$ cat src/rtl/smerge_pkg.sv
package smerge_pkg;

    // Controller phase
    typedef enum logic [0:0] {
        CTL_IDLE = 1'b0,
        CTL_RUN  = 1'b1
    } ctl_state_e;

    // Command from controller to the key bank
    typedef struct packed {
        logic capture;   // seed bank from the two input files
        logic advance;   // write back one shuffle + compare pass
    } bank_cmd_t;

    // Perfect shuffle: source slot feeding destination slot dst
    function automatic int unsigned shuffle_src(input int unsigned dst,
                                                input int unsigned half);
        if ((dst & 32'd1) == 32'd0)
            return dst / 2;
        else
            return dst / 2 + half;
    endfunction

endpackage

$ cat src/rtl/smerge_shuffle.sv
module smerge_shuffle
    import smerge_pkg::*;
#(
    parameter int unsigned HALF  = 4,
    parameter int unsigned KEY_W = 8
) (
    input  logic [2*HALF*KEY_W-1:0] keys_i,
    output logic [2*HALF*KEY_W-1:0] keys_o
);
    localparam int unsigned TOTAL = 2 * HALF;

    // Pure wiring: interleave lower and upper halves
    for (genvar d = 0; d < TOTAL; d++) begin : g_lane
        localparam int unsigned SRC = shuffle_src(d, HALF);
        assign keys_o[d*KEY_W +: KEY_W] = keys_i[SRC*KEY_W +: KEY_W];
    end

endmodule

$ cat src/rtl/smerge_cmpx.sv
module smerge_cmpx #(
    parameter int unsigned KEY_W = 8
) (
    input  logic [KEY_W-1:0] lo_i,
    input  logic [KEY_W-1:0] hi_i,
    output logic [KEY_W-1:0] lo_o,
    output logic [KEY_W-1:0] hi_o
);
    logic swap;

    // Strictly-less test: equal keys are left in place
    assign swap = (hi_i < lo_i);
    assign lo_o = swap ? hi_i : lo_i;
    assign hi_o = swap ? lo_i : hi_i;

endmodule

$ cat src/rtl/smerge_layer.sv
module smerge_layer #(
    parameter int unsigned HALF  = 4,
    parameter int unsigned KEY_W = 8
) (
    input  logic [2*HALF*KEY_W-1:0] keys_i,
    output logic [2*HALF*KEY_W-1:0] keys_o
);
    // One ascending compare-exchange cell per adjacent pair
    for (genvar p = 0; p < HALF; p++) begin : g_pair
        smerge_cmpx #(.KEY_W(KEY_W)) u_cell (
            .lo_i (keys_i[(2*p)*KEY_W   +: KEY_W]),
            .hi_i (keys_i[(2*p+1)*KEY_W +: KEY_W]),
            .lo_o (keys_o[(2*p)*KEY_W   +: KEY_W]),
            .hi_o (keys_o[(2*p+1)*KEY_W +: KEY_W])
        );
    end

endmodule

$ cat src/rtl/smerge_ctrl.sv
module smerge_ctrl
    import smerge_pkg::*;
#(
    parameter int unsigned STAGES = 3
) (
    input  logic      clk,
    input  logic      rst,
    input  logic      load_i,
    output bank_cmd_t cmd_o,
    output logic      busy_o,
    output logic      done_o
);
    localparam int unsigned CNT_W = (STAGES > 1) ? $clog2(STAGES) : 1;
    localparam logic [CNT_W-1:0] LAST = CNT_W'(STAGES - 1);

    ctl_state_e       state_q;
    logic [CNT_W-1:0] pass_q;
    logic             done_q;

    always_ff @(posedge clk) begin
        if (rst) begin
            state_q <= CTL_IDLE;
            pass_q  <= '0;
            done_q  <= 1'b0;
        end else begin
            done_q <= 1'b0;
            case (state_q)
                CTL_IDLE: begin
                    if (load_i) begin
                        state_q <= CTL_RUN;
                        pass_q  <= '0;
                    end
                end
                CTL_RUN: begin
                    // Loads are not looked at here: ignored while running
                    pass_q <= pass_q + CNT_W'(1);
                    if (pass_q == LAST) begin
                        state_q <= CTL_IDLE;
                        done_q  <= 1'b1;
                    end
                end
                default: state_q <= CTL_IDLE;
            endcase
        end
    end

    assign cmd_o.capture = (state_q == CTL_IDLE) && load_i;
    assign cmd_o.advance = (state_q == CTL_RUN);
    assign busy_o        = (state_q == CTL_RUN);
    assign done_o        = done_q;

endmodule

$ cat src/rtl/shuffle_merge.sv
module shuffle_merge
    import smerge_pkg::*;
#(
    parameter int unsigned HALF  = 4,
    parameter int unsigned KEY_W = 8
) (
    input  logic                    clk,
    input  logic                    rst,
    input  logic                    load_i,
    input  logic [HALF*KEY_W-1:0]   file_a_i,
    input  logic [HALF*KEY_W-1:0]   file_b_i,
    output logic                    busy_o,
    output logic                    done_o,
    output logic [2*HALF*KEY_W-1:0] keys_o
);
    localparam int unsigned TOTAL  = 2 * HALF;
    localparam int unsigned STAGES = $clog2(TOTAL);
    localparam int unsigned BANK_W = TOTAL * KEY_W;

    bank_cmd_t         cmd;
    logic [BANK_W-1:0] bank_q;
    logic [BANK_W-1:0] seeded;
    logic [BANK_W-1:0] shuffled;
    logic [BANK_W-1:0] layered;

    // Seed image: file A straight, file B mirrored -> ascending then descending
    for (genvar j = 0; j < HALF; j++) begin : g_seed
        assign seeded[j*KEY_W +: KEY_W]             = file_a_i[j*KEY_W +: KEY_W];
        assign seeded[(TOTAL-1-j)*KEY_W +: KEY_W]   = file_b_i[j*KEY_W +: KEY_W];
    end

    smerge_ctrl #(.STAGES(STAGES)) u_ctrl (
        .clk    (clk),
        .rst    (rst),
        .load_i (load_i),
        .cmd_o  (cmd),
        .busy_o (busy_o),
        .done_o (done_o)
    );

    smerge_shuffle #(.HALF(HALF), .KEY_W(KEY_W)) u_shuffle (
        .keys_i (bank_q),
        .keys_o (shuffled)
    );

    smerge_layer #(.HALF(HALF), .KEY_W(KEY_W)) u_layer (
        .keys_i (shuffled),
        .keys_o (layered)
    );

    always_ff @(posedge clk) begin
        if (rst)
            bank_q <= '0;
        else if (cmd.capture)
            bank_q <= seeded;
        else if (cmd.advance)
            bank_q <= layered;
    end

    assign keys_o = bank_q;

endmodule

$ cat config.mk
export PLATFORM = sky130hd
export DESIGN_NAME = shuffle_merge
export DESIGN_NICKNAME = d
export VERILOG_FILES = /design/src/rtl/smerge_pkg.sv /design/src/rtl/smerge_shuffle.sv /design/src/rtl/smerge_cmpx.sv /design/src/rtl/smerge_layer.sv /design/src/rtl/smerge_ctrl.sv /design/src/rtl/shuffle_merge.sv
export SDC_FILE = /design/constraint.sdc
export NUM_CORES = 1
export LEC_CHECK = 0
export BUFFER_PORTS_ARGS = -buffer_cell sky130_fd_sc_hd__buf_2
export CAP_MARGIN = 20
export CORE_MARGIN = 10
export CORE_UTILIZATION = 50
export CTS_BUF_LIST = sky130_fd_sc_hd__clkbuf_4
export CTS_CLUSTER_SIZE = 12
export DETAILED_ROUTE_END_ITERATION = 8
export GPL_TIMING_DRIVEN = 1
export PLACE_DENSITY_LB_ADDON = 0.12
export SYNTH_ARGS = -nofsm -noshare
export SYNTH_HDL_FRONTEND = slang
export SYNTH_HIERARCHICAL = 1
export SYNTH_SLANG_ARGS = --single-unit
$ cat constraint.sdc
create_clock -name clk -period 2.6 [get_ports clk]
set_clock_uncertainty 0.2 [all_clocks]
set_input_delay 0.65 -clock clk [delete_from_list [all_inputs] [get_ports clk]]
set_output_delay 0.65 -clock clk [all_outputs]
set_load 0.05 [all_outputs]
# ---- After elaboration in Yosys (flattened, before gate mapping)
# Index checks and enable logic that the tools add are counted.
dict set report totals {
  register_bits 68
  inputBits 67
  output_inout_bits 66
  word_cells 37
}
dict set report op_classes {
  add_sub_neg 1
  magnitude_cmp 4
  n_eq_ne 2
  muxes 16
  bitwise_logic 1
  n_reduce_logical 7
}
# operator count
set ops {}
lappend ops {{$mux W64} 2}
lappend ops {{$mux W8} 8}
lappend ops {{$lt A8 B8 Y1} 4}
lappend ops {{$reduce_bool A2 Y1} 3}
lappend ops {{$pmux W2 S2} 1}
lappend ops {{$reduce_and A2 Y1} 2}
lappend ops {{$mux W1} 3}
lappend ops {{$add A2 B1 Y2 const B} 1}
lappend ops {{$eq A2 B2 Y1 const B} 1}
lappend ops {{$mux W2} 1}
lappend ops {{$ne A2 B2 Y1 const B} 1}
lappend ops {{$pmux W1 S2} 1}
lappend ops {{$reduce_or A2 Y1} 1}
lappend ops {{$logic_and A1 B1 Y1} 1}
lappend ops {{$not A1 Y1} 1}

# ---- Longest topological paths before layout
# Gate-level depths: netlist of the first run.
dict set report logic_depth {
  ltp_word 4
  ltp_mapped 10
  ltp_nobuf 8
}

# ---- Hierarchy
# Netlist of the first run, hierarchy kept.
# mod instances cells_each area_each_um2
set by_module_without_submodules {}
lappend by_module_without_submodules {shuffle_merge 1 284 3045.4}
lappend by_module_without_submodules {smerge_cmpx 4 41 425.4}
lappend by_module_without_submodules {smerge_shuffle 1 64 480.5}
lappend by_module_without_submodules {smerge_ctrl 1 18 188.9}

# ---- Worst setup path before layout of the first run
# No wires, ideal clock.
dict set report synth_path {
  kind {flip-flop to flip-flop}
  startpoint {reg bank_q[9], in the netlist keys_o[9]}
  endpoint {reg bank_q[21], in the netlist keys_o[21]}
  arrival_ns 2.639
  required_time_ns 2.274
  slack_ns -0.365
  path_stages_with_launch 10
  path_buffers 2
  synth_period_minus_slack_ns 2.965
  cell_sequence {dfxtp_1 -> buf_4 -> inv_1 -> ha_1 -> a2111o_1 -> a211oi_4 -> buf_12 -> mux2_4 -> mux2i_1 -> a211oi_2}
}
dict set report synth_via {
  elab_chain_len 4
}
# item line_no
set synth_lines {}
lappend synth_lines {{from (decl)} shuffle_merge.sv:21} ;# logic [BANK_W-1:0] bank_q;
lappend synth_lines {{from (signal assigned)} shuffle_merge.sv:57} ;# bank_q <= layered;
lappend synth_lines {{$lt A8 B8 Y1} smerge_cmpx.sv:12} ;# assign swap = (hi_i < lo_i);
lappend synth_lines {{$mux W8} smerge_cmpx.sv:13} ;# assign lo_o = swap ? hi_i : lo_i;
lappend synth_lines {{net layered[21]} shuffle_merge.sv:24} ;# logic [BANK_W-1:0] layered;
lappend synth_lines {{$mux W64} shuffle_merge.sv:56} ;# else if (cmd.advance)
lappend synth_lines {{$mux W64} shuffle_merge.sv:54} ;# else if (cmd.capture)
# The timed path passes the listed nets, and every way through them passes these cells. The select of a mux whose other input is x is not followed.
# A chain may end at the register's enable or synchronous reset.

# ---- Final worst setup path of the first run
dict set report layout_path {
  startpoint {reg bank_q[25], in the netlist keys_o[25]}
  endpoint {reg bank_q[51], in the netlist keys_o[51]}
}
# Same word-level chain as after synthesis.

==> results of run 1 <==
## cell families after synthesis
group | synth area share
compound gates | 0.136
fa+ha+maj | 0.0693
buf+inv | 0.168
flops | 0.251
mux | 0.279
simple gates | 0.0961
## worst max path at each step
stage,startpoint,end,slack [ns],depth (start not counted)
floorplan,keys_o[9],keys_o[21],-0.07,9
global placement,keys_o[17],keys_o[39],0.14,8
detailed placement,keys_o[1],keys_o[9],0.12,8
CTS,keys_o[1],keys_o[9],0.09,8
global route,keys_o[26],keys_o[51],0.01,8
finish,keys_o[25],keys_o[51],0.11,8
## state kept, by name (all words and copies together) (netlist names)
signal	cells
u_ctrl/done_o	1
keys_o	64
u_ctrl/pass_q	2
u_ctrl/busy_o	1
## worst register-to-register path, stage by stage (launching register included)
cell	delay (ns)
dfxtp_4	0.39
inv_2	0.05
ha_4	0.20
a2111o_1	0.44
a211oi_4	0.26
buf_4	0.20
mux2_2	0.37
mux2i_2	0.17
a211oi_2	0.10
## per-stage QoR
step / util / setup slack (ns) / std cells
after CTS: 0.588 / 0.0950 / 761
after detailed placement: 0.572 / 0.119 / 745
after global routing: 0.588 / 0.0128 / 761
after floorplan: - / -0.0710 / 530
after global placement: 0.572 / 0.144 / 745
final: 0.588 / 0.106 / 761
## cell usage after synthesis, drive strengths merged
| cell type | n | area (um2) |
|---|---|---|
| clkbuf | 17 | 63.8 |
| ha | 30 | 375 |
| and2b | 1 | 8.76 |
| or3b | 2 | 17.5 |
| or2b | 2 | 15.0 |
| mux2 | 64 | 871 |
| nor2b | 64 | 400 |
| a21oi | 6 | 30.0 |
| nand4 | 4 | 25.0 |
| a211oi | 73 | 623 |
| dfxtp | 68 | 1360 |
| and3b | 1 | 10.0 |
| nand2b | 4 | 25.0 |
| o21ai | 8 | 40.0 |
| mux2i | 64 | 641 |
| inv | 34 | 128 |
| a2111o | 4 | 45.0 |
| buf | 79 | 718 |
| nor2 | 5 | 18.8 |
## layer usage
metal / vias up / track usage
met5: - / 0
met4: 0 / 0.0496
met3: 10 / 0.0457
met2: 107 / 0.331
met1: 1919 / 0.244
li1: 2003 / -
## report_power, final
part	internal, W	switching, W	leakage, nW
Clock	0.000402	0.000425	0.0912
Sequential	0.00116	0.000127	0.582
Combinational	0.000897	0.00108	2.16
## area by class of cell
cell class	instances	area, um2	share of cell area
multi-input combinational	332	3200	0.520
sequential	68	1450	0.236
timing repair buffer	175	1050	0.170
tap	136	170	0.0276
inverter	34	128	0.0207
clock inverter	6	86.3	0.0140
clock buffer	10	75.1	0.0122
==> results.yml, run 1 <==
finish:
  fillers: 951
  finish.net_count: 717
  layout.cells.most_common: "buf_2"
  final_cell_mix: "buf_2 (132), nor2b_1 (64), a211oi_1 (64), mux2i_1 (63), mux2_4 (40)"
  fin_area_mm2: 0.00615
  area_growth_syn_to_layout_pct: 13.6
  drive_gt1_frac: 0.514
  antenna_cells: 0
cts:
  htree_levels: 3
  post_cts_buffers: 0
  cts_buffers: 9
  cts_resized: 0
  hold_buffers: 0
  cts_tree: "built"
  clk_pin_slew_ns: 0.14
  cts_root_buffer: "clkbuf_4"
  clock_sinks: 68
  cts_buffer_depth: 2
  worstSkewPairLatency_ns: 0.44
worst_setup_path:
  cp.required_ns: 2.72
  start_kind: "flop"
  r2r.worst_path.cells: 8
  path_max_fanout: 7
  reg2reg_from: "keys_o[25]"
  crit_buf_inv: 2
  rrSetupSlack_ns: 0.11
  end_kind: "flop"
  criticalPathCategory: "flop to flop"
  critPathArrivalTime_ns: 2.61
  cpPeakStageDelay_ns: 0.44
  slowest_stage: "a2111o_1"
  r2r-end: "keys_o[51]"
  path_cells: "inv_2 > ha_4 > a2111o_1 > a211oi_4 > buf_4 > mux2_2 > mux2i_2 > a211oi_2"
  path_delay_family: "compound AO/OA/AOI/OAI gates"
pwr:
  ir_drop_mv: 0.313
  p_leak_nw: 2.83
  finalPower_w: 0.00410
  powerDensity_mw_per_mm2: 666
hold_path:
  hp-start: "file_a_i[30]"
  whs_endpoint: "keys_o[30]"
  hold_path.class: "input port to flop"
  holdPathStages: 3
synth:
  yosysWarnings: 6
  avgSynthCellArea_um2: 10.2
  syn_inst: 530
  synth_cell_type_count: 26
  synth-seq-cells: 68
  synth_area_mm2: 0.00542
  synth_nets: 627
  yosysSeqAreaShare: 0.251
sta:
  setup_viol: 0
  hold_violations: 0
  rsz0062_at_grt: "no"
  drv_slew: 0
  whs_ns: 0.279
  timing.setup.tns_ns: 0
  relSlewSlack: 0.688
  tightestPinTransition_ns: 0.469
  period_share: 0.959
  period_minus_slack_ns: 2.49
  fmax_mhz: 401
detailed_routing:
  wl_per_cell_um: 20.1
  via_per_inst: 5.31
  m1WireLength_mm: 6.67
  dr_wl_met2_mm: 7.37
  route.detailed.drc: 0
  wl_met3_mm: 1.10
  top_layer: "met4"
  antenna_left: 0
  drt_first_pass_iters: 4
  vias: 4039
  drtIter0Drc: 257
  drt-total-wl_mm: 15.3
floorplan:
  rows: 37
  dieArea_mm2: 0.0154
  ioPinCount: 133
  fp.dieH_um: 124
  core_mm2: 0.0105
  start_util: 0.518
  chipWidth_um: 124
global_route:
  grt_max_degree: 65
  grt-ovfl-total: 0
  grt.total_usage: 0.195
  grt_pass1_vias: 4289
  grt_pass1_wl_mm: 23.3
  antenna_found_initial: 0
run_status:
  status: "completed"
placement:
  placed_cell_area_mm2: 0.00599
  dp_hpwl_mm: 11.9
  numPortBuffers: 132
  gp_congestion: 0.941
job:
  max_cap_violations: 0
No activity file was read; power rests on OpenSTA's default activity.
==> run 2, diff against run 1 <==
==> constraint.sdc (replaced) <==
create_clock -name clk -period 3 [get_ports clk]
set_clock_uncertainty 0.2 [all_clocks]
set_input_delay 0.75 -clock clk [delete_from_list [all_inputs] [get_ports clk]]
set_output_delay 0.75 -clock clk [all_outputs]
set_load 0.05 [all_outputs]
==> run 2 against run 1 <==
  * Die area stayed put
  * Core utilization is 3.0 points lower
  * Register-to-register slack better by 0.25 ns
  * Combinational power is 17% lower
  * Clock-buffer cell count is 2 higher
  * Critical path depth stayed put
  * Largest cell class unchanged
  * Global-route usage is 0.090 points higher
  * Sequential cell count stayed put
  * Via count is 0.82% lower
  * First-iteration DRC count is 20% lower
==> results.yml, run 2 (synthesis gave the netlist of run 1 again) <==
detailed_routing:
  drt_first_pass_iters: 4
  antenna_left: 0
  route.detailed.drc: 0
  wl_per_cell_um: 20.2
  drtIter0Drc: 206
  vias: 4006
  drt-total-wl_mm: 15.1
  via_per_inst: 5.35
placement:
  gp_congestion: 0.903
  numPortBuffers: 132
  placed_cell_area_mm2: 0.00574
  dp_hpwl_mm: 11.8
  placed_cells: 733
pwr:
  powerDensity_mw_per_mm2: 562
  finalPower_w: 0.00329
  p_leak_nw: 2.71
  ir_drop_mv: 0.236
floorplan:
  ioPinCount: 133
  start_util: 0.518
  chipWidth_um: 124
  dieArea_mm2: 0.0154
  rows: 37
  core_mm2: 0.0105
  fp.dieH_um: 124
worst_setup_path:
  cp.required_ns: 3.09
  criticalPathCategory: "flop to flop"
  path_max_fanout: 12
  critPathArrivalTime_ns: 2.74
  start_kind: "flop"
  end_kind: "flop"
cts:
  cts_resized: 0
  hold_buffers: 0
  cts_tree: "built"
  clock_sinks: 68
  worstSkewPairLatency_ns: 0.42
  cts_root_buffer: "clkbuf_4"
  htree_levels: 3
  post_cts_buffers: 0
  cts_buffer_depth: 2
  clk_pin_slew_ns: 0.12
  cts_buffers: 9
sta:
  drv_slew: 0
  rsz0062_at_grt: "no"
  timing.setup.tns_ns: 0
  hold_violations: 0
  tightestPinTransition_ns: 0.922
  fmax_mhz: 378
  setup_viol: 0
  period_share: 0.882
  period_minus_slack_ns: 2.65
  relSlewSlack: 0.386
finish:
  fin_util: 0.559
  fin_cells: 749
  antenna_cells: 0
  final_cell_mix: "buf_2 (132), dfxtp_1 (67), mux2i_1 (64), nor2b_1 (64), a211oi_1 (64)"
  layout.cells.most_common: "buf_2"
  largest_register_ffs: 64
  area_growth_syn_to_layout_pct: 7.92
  drive_gt1_frac: 0.413
  finish.net_count: 705
  fin_area_mm2: 0.00585
global_route:
  grt-ovfl-total: 0
  grt_pass1_vias: 4279
  grt.total_usage: 0.196
  grt_pass1_wl_mm: 23.5
  antenna_found_initial: 0
  grt_max_degree: 55
run_status:
  status: "completed"
hold_path:
  hold_path.class: "flop to flop"
job:
  max_cap_violations: 0
==> run 2: cell types whose count changed in the layout (fill, tap and decap cells not counted), moves of 10 or more <==
| cell | previous run | this run |
|---|---|---|
| buf_4 | 38 | 28 |
| dfxtp_2 | 32 | 0 |
| dfxtp_1 | 23 | 67 |
| dfxtp_4 | 13 | 1 |
==> run 2: final timing paths <==
path	slack, ns	cells past startpoint	end	start
setup / recovery	0.35	8	keys_o[50]	keys_o[25]
hold / removal	0.33	2	u_ctrl/pass_q[0]	u_ctrl/pass_q[0]
setup reg to reg	0.35	8	keys_o[50]	keys_o[25]
hold reg to reg	0.33	2	u_ctrl/pass_q[0]	u_ctrl/pass_q[0]
==> run 2: per-layer routing <==
| metal | up-vias | global-route usage | part of all wire |
|---|---|---|---|
| met2 | 98 | 0.333 | 0.49 |
| met5 | - | 0 | 0 |
| met1 | 1917 | 0.241 | 0.43 |
| met4 | 0 | 0.0532 | 0.011 |
| li1 | 1981 | - | - |
| met3 | 10 | 0.0489 | 0.068 |
==> run 2: layout make-up <==
cell class / count / area [um2]
clock inverter: 4 / 16.3
multi-input combinational: 332 / 3150
clock buffer: 12 / 90.1
fill: 1018 / 4620
timing repair buffer: 163 / 931
sequential: 68 / 1370
tap: 136 / 170
inverter: 34 / 128
==> run 2: stage by stage <==
step	setup WS, ns	hold WS (ns)
final	0.354	0.331
after global routing	0.191	0.365
after CTS	0.372	0.336
after detailed placement	0.400	0.324
after global placement	0.428	0.311
after floorplan	0.0352	0.290
==> run 2: critical path, stage by stage, from the launching register on <==
cell and delay (ns):
dfxtp_1 0.43, inv_1 0.07, ha_1 0.29, a2111o_1 0.40
a211oi_4 0.24, buf_4 0.27, mux2_2 0.38, mux2i_1 0.14
a211oi_1 0.10
==> run 2: where the power goes <==
group / switching (W) / total, W / leakage (nW) / internal (W)
registers: 0.000129 / 0.00113 / 0.564 / 0.000996
logic: 0.000907 / 0.00165 / 2.09 / 0.000738
clock network: 0.000328 / 0.000518 / 0.0638 / 0.000190
total: 0.00136 / 0.00329 / 2.71 / 0.00192
==> run 3, diff against run 2 <==
--- a/config.mk
+++ b/config.mk
@@ -5,13 +5,14 @@
 export SDC_FILE = /design/constraint.sdc
 export NUM_CORES = 1
 export LEC_CHECK = 0
-export BUFFER_PORTS_ARGS = -buffer_cell sky130_fd_sc_hd__buf_2
+export ABC_AREA = 1
 export CAP_MARGIN = 20
 export CORE_MARGIN = 10
 export CORE_UTILIZATION = 50
 export CTS_BUF_LIST = sky130_fd_sc_hd__clkbuf_4
 export CTS_CLUSTER_SIZE = 12
 export DETAILED_ROUTE_END_ITERATION = 8
+export DONT_BUFFER_PORTS = 1
 export GPL_TIMING_DRIVEN = 1
 export PLACE_DENSITY_LB_ADDON = 0.12
 export SYNTH_ARGS = -nofsm -noshare
==> run 3 against run 2 <==
  * Non-clock buffer count is 89 lower
  * Power fell by 1.5%
  * Core utilization is 2.8 points lower
  * Sequential cell count did not move
  * Clock-buffer cell count is 3 lower
  * Highest routed layer unchanged
==> results.yml, run 3 <==
sta:
  hold_violations: 0
  whs_ns: 0.256
  relSlewSlack: 0.525
  period_share: 0.819
  period_minus_slack_ns: 2.46
  tightestPinTransition_ns: 0.713
  fmax_mhz: 407
  drv_slew: 0
  rsz0062_at_grt: "no"
  timing.setup.tns_ns: 0
  setup_viol: 0
floorplan:
  chipWidth_um: 127
  start_util: 0.519
  ioPinCount: 133
  rows: 38
  fp.dieH_um: 127
  core_mm2: 0.0110
  dieArea_mm2: 0.0161
synth:
  yosysSeqAreaShare: 0.239
  synth_top_cell_area_share: 0.239
  synth_nets: 1002
  synth_top_flop_cell: "dfxtp_1"
  synth-async-reset-ratio: 0
  synth_cell_type_count: 22
  synth-seq-cells: 68
  synthTopCellsByArea: "dfxtp_1 (24%), nand2_1 (21%), nand3_1 (17%)"
  synth_top_area_cell: "dfxtp_1"
  yosysWarnings: 6
  synth_edf_count: 0
  yosysMostFrequentCell: "nand2_1"
  synth_area_mm2: 0.00571
  synthTopCellsByCount: "nand2_1 (319), nand3_1 (193), inv_1 (107)"
  syn_inst: 905
  avgSynthCellArea_um2: 6.30
global_route:
  grt_pass1_wl_mm: 28.2
  grt_max_degree: 49
  grt-ovfl-total: 0
  grt.total_usage: 0.216
  antenna_found_initial: 0
  grt_pass1_vias: 5094
worst_setup_path:
  path_max_fanout: 17
  critPathArrivalTime_ns: 2.62
  criticalPathCategory: "flop to flop"
  start_kind: "flop"
  end_kind: "flop"
  cp.required_ns: 3.16
cts:
  clk_pin_slew_ns: 0.12
  hold_buffers: 0
  cts_resized: 0
  cts_buffer_depth: 2
  cts_root_buffer: "clkbuf_4"
  htree_levels: 3
  clock_sinks: 68
  post_cts_buffers: 0
  cts_buffers: 9
  worstSkewPairLatency_ns: 0.45
  cts_tree: "built"
detailed_routing:
  antenna_left: 0
  drt-total-wl_mm: 17.7
  wl_per_cell_um: 17.3
  via_per_inst: 5.31
  drt_first_pass_iters: 5
  vias: 5430
  drtIter0Drc: 566
  route.detailed.drc: 0
pwr:
  ir_drop_mv: 0.444
  switchingPower_w: 0.00133
  p_leak_nw: 3.33
  netSwitchingFraction: 0.412
  clkPwrFrac: 0.294
  p_int_w: 0.00191
  sequentialPowerShare: 0.309
  power_frac_comb: 0.397
  powerDensity_mw_per_mm2: 556
placement:
  dp_hpwl_mm: 13.8
  placed_cell_area_mm2: 0.00559
  gp_congestion: 0.898
  numPortBuffers: 0
finish:
  antenna_cells: 0
  fillers: 1135
  drive_gt1_frac: 0.159
  largest_register_ffs: 64
  area_growth_syn_to_layout_pct: 2.08
  multi_input_area_mm2: 0.00305
  finish.net_count: 974
  regArea_mm2: 0.00136
  final_cell_mix: "nand2_1 (319), nand3_1 (193), inv_1 (107), buf_4 (71), dfxtp_1 (67)"
  layout.cells.most_common: "nand2_1"
  fin_area_mm2: 0.00582
job:
  max_cap_violations: 0
hold_path:
  hold_path.class: "input port to flop"
run_status:
  status: "completed"
## run 3: cell count changes in the layout (fill, tap and decap cells not counted), sizes merged, moves of 73 or more
| cell | previous run | this run |
|---|---|---|
| nand2 | 0 | 363 |
| a211oi | 73 | 0 |
| inv | 34 | 109 |
| nand3 | 0 | 193 |
| buf | 163 | 74 |
## run 3: logic make-up (layout without fill, tap and decap cells)
| group | after synthesis | count (layout) | synth area share |
|---|---|---|---|
| AO/OA/AOI/OAI | 17 | 17 | 0.0167 |
| adder cells (fa/ha/maj) | 30 | 30 | 0.0658 |
| flip-flops | 68 | 68 | 0.239 |
| buffers and inverters | 222 | 199 | 0.227 |
| AND/OR/NAND/NOR | 568 | 568 | 0.452 |
## run 3: critical path: stages, from the launching register on
cell	delay (ns)
dfxtp_1	0.36
inv_1	0.05
ha_1	0.31
a21oi_1	0.16
o21a_1	0.61
nand2_8	0.18
nand2_1	0.13
nand2_1	0.07
nand3_1	0.10
nand3_1	0.08
nand2_1	0.07
inv_1	0.04
## run 3: metrics by stage
stage | instances | setup WS [ns] | util | power [W]
floorplan | 905 | 0.612 | - | 0.00220
global placement | 1006 | 0.668 | 0.509 | 0.00227
detailed placement | 1006 | 0.610 | 0.509 | 0.00230
CTS | 1022 | 0.596 | 0.530 | 0.00326
global route | 1022 | 0.382 | 0.530 | 0.00344
finish | 1022 | 0.544 | 0.530 | 0.00324
## run 3: final timing paths
path	start	end	slack (ns)	cells past startpoint
worst min register to register	u_ctrl/pass_q[1]	u_ctrl/pass_q[1]	0.33	2
worst max register to register	keys_o[23]	keys_o[35]	0.54	11
worst max-delay path	keys_o[23]	keys_o[35]	0.54	11
worst min-delay path	load_i	u_ctrl/busy_o	0.26	2
## run 3: final cells by class
class	instances	share of cell area
Tap cell	140	0.0301
Clock inverter	7	0.0279
Inverter	109	0.0702
Multi-Input combinational cell	615	0.524
Timing Repair Buffer	74	0.102
Sequential cell	68	0.234
Clock buffer	9	0.0116
## run 3: per-layer routing
layer  track usage  vias up  part of all wire
li1              -     2694                 -
met4        0.0730        0             0.023
met2         0.343      240              0.46
met5             0        -                 0
met1         0.264     2464              0.41
met3        0.0787       32              0.10
## run 3: power by group through the flow
| stage | clock, W | combinational (W) | sequential (W) |
|---|---|---|---|
| finish | 0.000952 | 0.00128 | 0.00100 |
| CTS | 0.000976 | 0.00128 | 0.00100 |
| floorplan | 0 | 0.000959 | 0.00125 |
| global route | 0.00102 | 0.00141 | 0.00101 |
| detailed placement | 0 | 0.00127 | 0.00102 |
| global placement | 0 | 0.00125 | 0.00102 |
